$ cat src/rtl/rcall_queue.sv
module rcall_queue #(
  parameter int DEPTH  = 8,
  parameter int FN_W   = 8,
  parameter int ARG_W  = 32,
  parameter int ADDR_W = 32,
  localparam int IDX_W = (DEPTH > 1) ? $clog2(DEPTH) : 1,
  localparam int CNT_W = $clog2(DEPTH + 1)
) (
  input  logic              clk,
  input  logic              rst_n,
  input  logic              in_valid,
  output logic              in_ready,
  input  logic [FN_W-1:0]   in_func,
  input  logic [ARG_W-1:0]  in_arg,
  input  logic              in_hint_vld,
  input  logic [ADDR_W-1:0] in_hint_addr,
  output logic              pf_req_valid,
  input  logic              pf_req_ready,
  output logic [ADDR_W-1:0] pf_req_addr,
  output logic [IDX_W-1:0]  pf_req_tag,
  input  logic              pf_rsp_valid,
  input  logic [IDX_W-1:0]  pf_rsp_tag,
  input  logic              irq_en,
  input  logic [CNT_W-1:0]  ready_thresh,
  input  logic              barrier,
  output logic              barrier_done,
  output logic              irq,
  output logic              out_valid,
  input  logic              out_ready,
  output logic [FN_W-1:0]   out_func,
  output logic [ARG_W-1:0]  out_arg
);

  logic [FN_W-1:0]   fn_q   [DEPTH];
  logic [ARG_W-1:0]  arg_q  [DEPTH];
  logic [ADDR_W-1:0] addr_q [DEPTH];
  logic [DEPTH-1:0]  older  [DEPTH];
  logic [DEPTH-1:0]  occ, rdy, pend;
  logic              bar_act;

  logic [IDX_W-1:0]  free_idx, pf_idx, out_idx;
  logic [CNT_W-1:0]  cnt, rcnt;
  logic              enq, deq, pf_go, rsp_hit;

  always_comb begin
    free_idx = '0;
    pf_idx   = '0;
    out_idx  = '0;
    cnt      = '0;
    rcnt     = '0;
    for (int i = DEPTH - 1; i >= 0; i--) begin
      if (!occ[i]) free_idx = IDX_W'(i);
      if (pend[i]) pf_idx = IDX_W'(i);
      if (rdy[i] && ((older[i] & rdy) == '0)) out_idx = IDX_W'(i);
    end
    for (int i = 0; i < DEPTH; i++) begin
      cnt  = cnt + CNT_W'(occ[i]);
      rcnt = rcnt + CNT_W'(rdy[i]);
    end
  end

  wire full  = (cnt == CNT_W'(DEPTH));
  wire empty = (cnt == '0);

  assign in_ready     = !full && !bar_act;
  assign enq          = in_valid && in_ready;
  assign out_valid    = |rdy;
  assign deq          = out_valid && out_ready;
  assign out_func     = fn_q[out_idx];
  assign out_arg      = arg_q[out_idx];
  assign pf_req_valid = |pend;
  assign pf_req_addr  = addr_q[pf_idx];
  assign pf_req_tag   = pf_idx;
  assign pf_go        = pf_req_valid && pf_req_ready;
  assign rsp_hit      = pf_rsp_valid && occ[pf_rsp_tag] && !rdy[pf_rsp_tag] && !pend[pf_rsp_tag];
  assign barrier_done = bar_act && empty;
  assign irq          = irq_en && ((rcnt > ready_thresh) || full || (bar_act && !empty));

  always_ff @(posedge clk) begin
    if (!rst_n) begin
      occ     <= '0;
      rdy     <= '0;
      pend    <= '0;
      bar_act <= 1'b0;
      for (int i = 0; i < DEPTH; i++) older[i] <= '0;
    end else begin
      if (deq) begin
        occ[out_idx] <= 1'b0;
        rdy[out_idx] <= 1'b0;
      end
      if (pf_go) pend[pf_idx] <= 1'b0;
      if (rsp_hit) rdy[pf_rsp_tag] <= 1'b1;
      if (enq) begin
        occ[free_idx]  <= 1'b1;
        rdy[free_idx]  <= !in_hint_vld;
        pend[free_idx] <= in_hint_vld;
        for (int j = 0; j < DEPTH; j++) older[j][free_idx] <= 1'b0;
        older[free_idx] <= occ & ~(deq ? (DEPTH'(1) << out_idx) : '0);
      end
      if (!bar_act && barrier) bar_act <= 1'b1;
      else if (barrier_done)   bar_act <= 1'b0;
    end
  end

  always_ff @(posedge clk) begin
    if (enq) begin
      fn_q[free_idx]   <= in_func;
      arg_q[free_idx]  <= in_arg;
      addr_q[free_idx] <= in_hint_addr;
    end
  end

  AST_RESET_QUIET: assert property (@(posedge clk) !rst_n |=> !out_valid && !pf_req_valid && !barrier_done);
  AST_PF_TAG_LIVE: assert property (@(posedge clk) disable iff (!rst_n) pf_req_valid |-> occ[pf_req_tag] && !rdy[pf_req_tag]);
  AST_RSP_MARKS: assert property (@(posedge clk) disable iff (!rst_n) rsp_hit |=> out_valid);
  AST_IRQ_THRESH: assert property (@(posedge clk) disable iff (!rst_n) irq_en && (rcnt > ready_thresh) |-> irq);
  AST_NOHINT_READY: assert property (@(posedge clk) disable iff (!rst_n) in_valid && in_ready && !in_hint_vld |=> out_valid);
  AST_NO_OVERFLOW: assert property (@(posedge clk) disable iff (!rst_n) cnt == CNT_W'(DEPTH) |-> !in_ready);
  AST_BAR_HOLD: assert property (@(posedge clk) disable iff (!rst_n) bar_act && !empty && irq_en |-> irq && !in_ready);
  AST_BAR_DONE_EMPTY: assert property (@(posedge clk) disable iff (!rst_n) barrier_done |=> !barrier_done);
  AST_IRQ_MASK: assert property (@(posedge clk) disable iff (!rst_n) !irq_en |-> !irq);

endmodule

$ cat config.mk
export PLATFORM = sky130hd
export DESIGN_NAME = rcall_queue
export DESIGN_NICKNAME = d
export VERILOG_FILES = /design/src/rtl/rcall_queue.sv
export SDC_FILE = /design/constraint.sdc
export NUM_CORES = 1
export LEC_CHECK = 0
export ABC_CLOCK_PERIOD_IN_PS = 8200
export CORE_MARGIN = 3
export CORE_UTILIZATION = 45
export DETAILED_ROUTE_END_ITERATION = 6
export DONT_BUFFER_PORTS = 1
export HOLD_SLACK_MARGIN = 0.02
export PLACE_DENSITY = 0.59
export SYNTH_ARGS = -nofsm -noshare
export SYNTH_HDL_FRONTEND = slang
export SYNTH_SLANG_ARGS = --single-unit
$ cat constraint.sdc
create_clock -name clk -period 8.2 [get_ports clk]
set_input_delay 1.23 -clock clk [delete_from_list [all_inputs] [get_ports clk]]
set_output_delay 1.23 -clock clk [all_outputs]
set_load 0.01 [all_outputs]
==> flow_summary.toml <==
[power]
powerDensity_nw_per_um2 = 237.1
max-vdd-ir-drop_mv = 0.1708
pwr-share-seq_pct = 54.7
p_total_mw = 6.993
pwr-share-comb_pct = 3.9
clockPowerShare_pct = 41.4
p_leak_nw = 9.348
intPower_mw = 5.531
swShare_pct = 20.92
power_switching_mw = 1.463

[floorplan]
rows = 88
core_sq_um = 58030
die_y_um = 248.8
die_area_sq_um = 61910
io_pins = 168
die_w_um = 248.8
start_util_pct = 45.73

[clock_network]
cts_setup_buffers = 0
root_buffer = "clkbuf_16"
htree_levels = 3
hold_buffers = 0
path_clk_slew_ps = 60
cts_buffers = 70
cts_tree = "built"
max-clock-path-buffers = 3
ctsResizeCount = 0
clock_sinks = 665
clk_latency_ps = 590

[placed_design]
place_congestion = 0.8818
port_buffers = 0
hpwlAfterDp_mm = 37.50

[worst_setup_path]
timing.rr.start = "occ[0]"
cpPeakStageDelay_ps = 670
slowest_stage = "dfxtp_1"
path_max_fanout = 10
critPathKind = "flip-flop to primary output"
critical_path_required_ps = 6970
crit_chain = "inv_1 > fa_1 > fa_1 > fa_1 > inv_1 > ha_1 > fa_1 > ha_1 > nor2b_1 > o21ai_0 > nand2b_1 > a21oi_1 > a41o_1 > a21boi_0"
cp_top_family = "adder cells"
worstPathArrival_ps = 5060
worstSetupStartpointType = "flip-flop"
critPathBufInv = 2
cp-end-kind = "primary output"
startpoint = "rdy[0]"
worst_path_most_repeated_cell = "fa_1"

[sta]
fin_tns_setup_ps = 0
finalSetupViolations = 0
max_freq_mhz = 158.9
rsz0062_at_grt = "no"
fin_crit_sh_pct = 76.73
max_slew_margin_pct = 12.19
hold_violations = 0
finClkSkew_ps = 11.58
worstMarginPinSlew_ps = 1305
min_period_ps = 6292
drv_slew = 0

[run_status]
status = "completed"

[yosys]
seq_area_frac_synth_pct = 74.32
synth-seq-cells = 665
synth_cells = 1653
synth.distinct_cells = 65
synth.avg_cell_area_sq_um = 16.05
synth_top_area_share_pct = 72.43
netlist_area_sq_um = 26530
synth_area_leaders = "edfxtp_1, mux2i_1, mux4_2"
synth_flop_cell = "edfxtp_1"
ys_warn_count = 0
async_reset_ff_share_pct = 0
synth_area_leader_cell = "edfxtp_1"
synth-edff-count = 640

[route]
ant_nets = 0
drt-vias-per-instance = 5.890
drt-initial-drc-count = 1205
drtPass1Iterations = 5
drc = 0
vias = 14610
avgRoutedWirePerCell_um = 25.81
wirelength_mm = 64.00

[final_layout]
antenna_cells = 0
layout_commonest_cell = "edfxtp_1"
final_cell_mix = "edfxtp_1, nand2_1, mux2i_1"
nets = 1773
syn_to_final_growth_pct = 11.16
drive_gt1_share_pct = 11.90

[global_routing]
gr-usage-met1_pct = 26.88
met2_usage_pct = 33.76
grt_max_degree = 72
grt_first_pass_wirelength_mm = 96.34
overflow = 0
grt_pass1_vias = 14870
grt_util_met3_pct = 4.740
grt_usage_pct = 20.51
antenna_found_initial = 0
top_usage_layer = "met2"

[min_path]
hp-class = "flip-flop to flip-flop"
worstHoldStart = "pend[2]"

[job]
drv_cap = 0
[synth_stat cells (4+ instances only)]
| cell | count |
|---|---|
| nor2_1 | 80 |
| mux2i_1 | 142 |
| nand2_1 | 181 |
| or4_1 | 4 |
| nor3b_1 | 4 |
| nand4_1 | 5 |
| clkbuf_1 | 55 |
| inv_1 | 44 |
| nand4b_1 | 4 |
| buf_1 | 11 |
| and2_1 | 6 |
| a22oi_1 | 30 |
| mux4_2 | 34 |
| buf_4 | 6 |
| o22ai_1 | 32 |
| dfxtp_1 | 25 |
| o21ai_0 | 43 |
| a221oi_1 | 8 |
| a31oi_1 | 37 |
| or3_1 | 4 |
| nand2b_1 | 10 |
| nand3_1 | 28 |
| mux2_2 | 14 |
| nor3_1 | 12 |
| a21oi_1 | 21 |
| ha_1 | 11 |
| fa_1 | 8 |
| buf_2 | 20 |
| a211oi_1 | 5 |
| o31ai_1 | 5 |
| o22a_1 | 33 |
| o221ai_1 | 33 |
| edfxtp_1 | 640 |
| nor2b_1 | 5 |
[cell type report]
class / count / area [sq um]
clock inverters: 37 / 196.4
repair buffers: 27 / 215.2
multi-input cells: 856 / 6335
clock buffers: 84 / 1889
flip-flops and latches: 665 / 19720
inverters: 46 / 182.7
fillers: 4742 / 28530
well taps: 765 / 957.2
[power groups by stage]
stage / Sequential, mW / Combinational (mW) / Clock, mW
CTS: 3.83 / 0.276 / 2.96
global placement: 3.89 / 0.273 / 0
global route: 3.83 / 0.293 / 3.09
floorplan: 3.89 / 0.195 / 0
finish: 3.83 / 0.270 / 2.90
detailed placement: 3.90 / 0.275 / 0
[logic make-up (layout without fill, tap and decap cells)]
| kind of cell | count (synthesis) | after routing | synth area share [%] |
|---|---|---|---|
| AOI/OAI and AO/OA | 280 | 280 | 7.597 |
| xor gates and xnor gates | 2 | 2 | 0.06603 |
| adders and majority gates | 19 | 19 | 1.122 |
| buffers and inverters | 138 | 194 | 2.131 |
| DFF | 665 | 665 | 74.32 |
| muxes | 190 | 190 | 8.837 |
| other | 1 | 7 | 0.01413 |
| and+or+nand+nor | 358 | 358 | 5.918 |
[tightest hold or removal path, cell delays in order, from the launching register on]
cell	delay, ps
dfxtp_1	350
nand3_1	70
o21ai_0	80
[sequential cells by signal (all words and copies together) (netlist names)]
signal and flops:
fn_q 64, addr_q 256, older 64, bar_act 1
arg_q 256, occ 8, rdy 8, pend 8
[worst paths after layout]
kind,cells past startpoint,to,slack (ps)
setup / recovery,14,irq,1910
hold / removal,2,pend[2],560
setup reg to reg,15,arg_q[6][14],2080
hold reg to reg,2,pend[2],560
[per-layer routing]
layer / routed length, um / up-vias / share of wire [%]
li1: - / 6480 / -
met1: 26290 / 7528 / 41
met2: 31570 / 487 / 49
met3: 4379 / 111 / 6.8
met4: 1756 / 0 / 2.7
met5: 0 / - / 0
[stage by stage]
| stage | hold WS, ps | cells | cell area (sq um) | setup slack (ps) | util [%] |
|---|---|---|---|---|---|
| 2_1_floorplan | 487.3 | 1659 | 26560 | 2074 | - |
| 3_3_place_gp | 530.9 | 2359 | 27410 | 2131 | 47.24 |
| 3_5_place_dp | 538.7 | 2359 | 27410 | 2006 | 47.24 |
| 4_1_cts | 554.5 | 2480 | 29490 | 1890 | 50.83 |
| 5_1_grt | 592.7 | 2480 | 29490 | 1694 | 50.83 |
| 6_report | 558.8 | 2480 | 29490 | 1908 | 50.83 |
(Power assumes the default switching activity.)
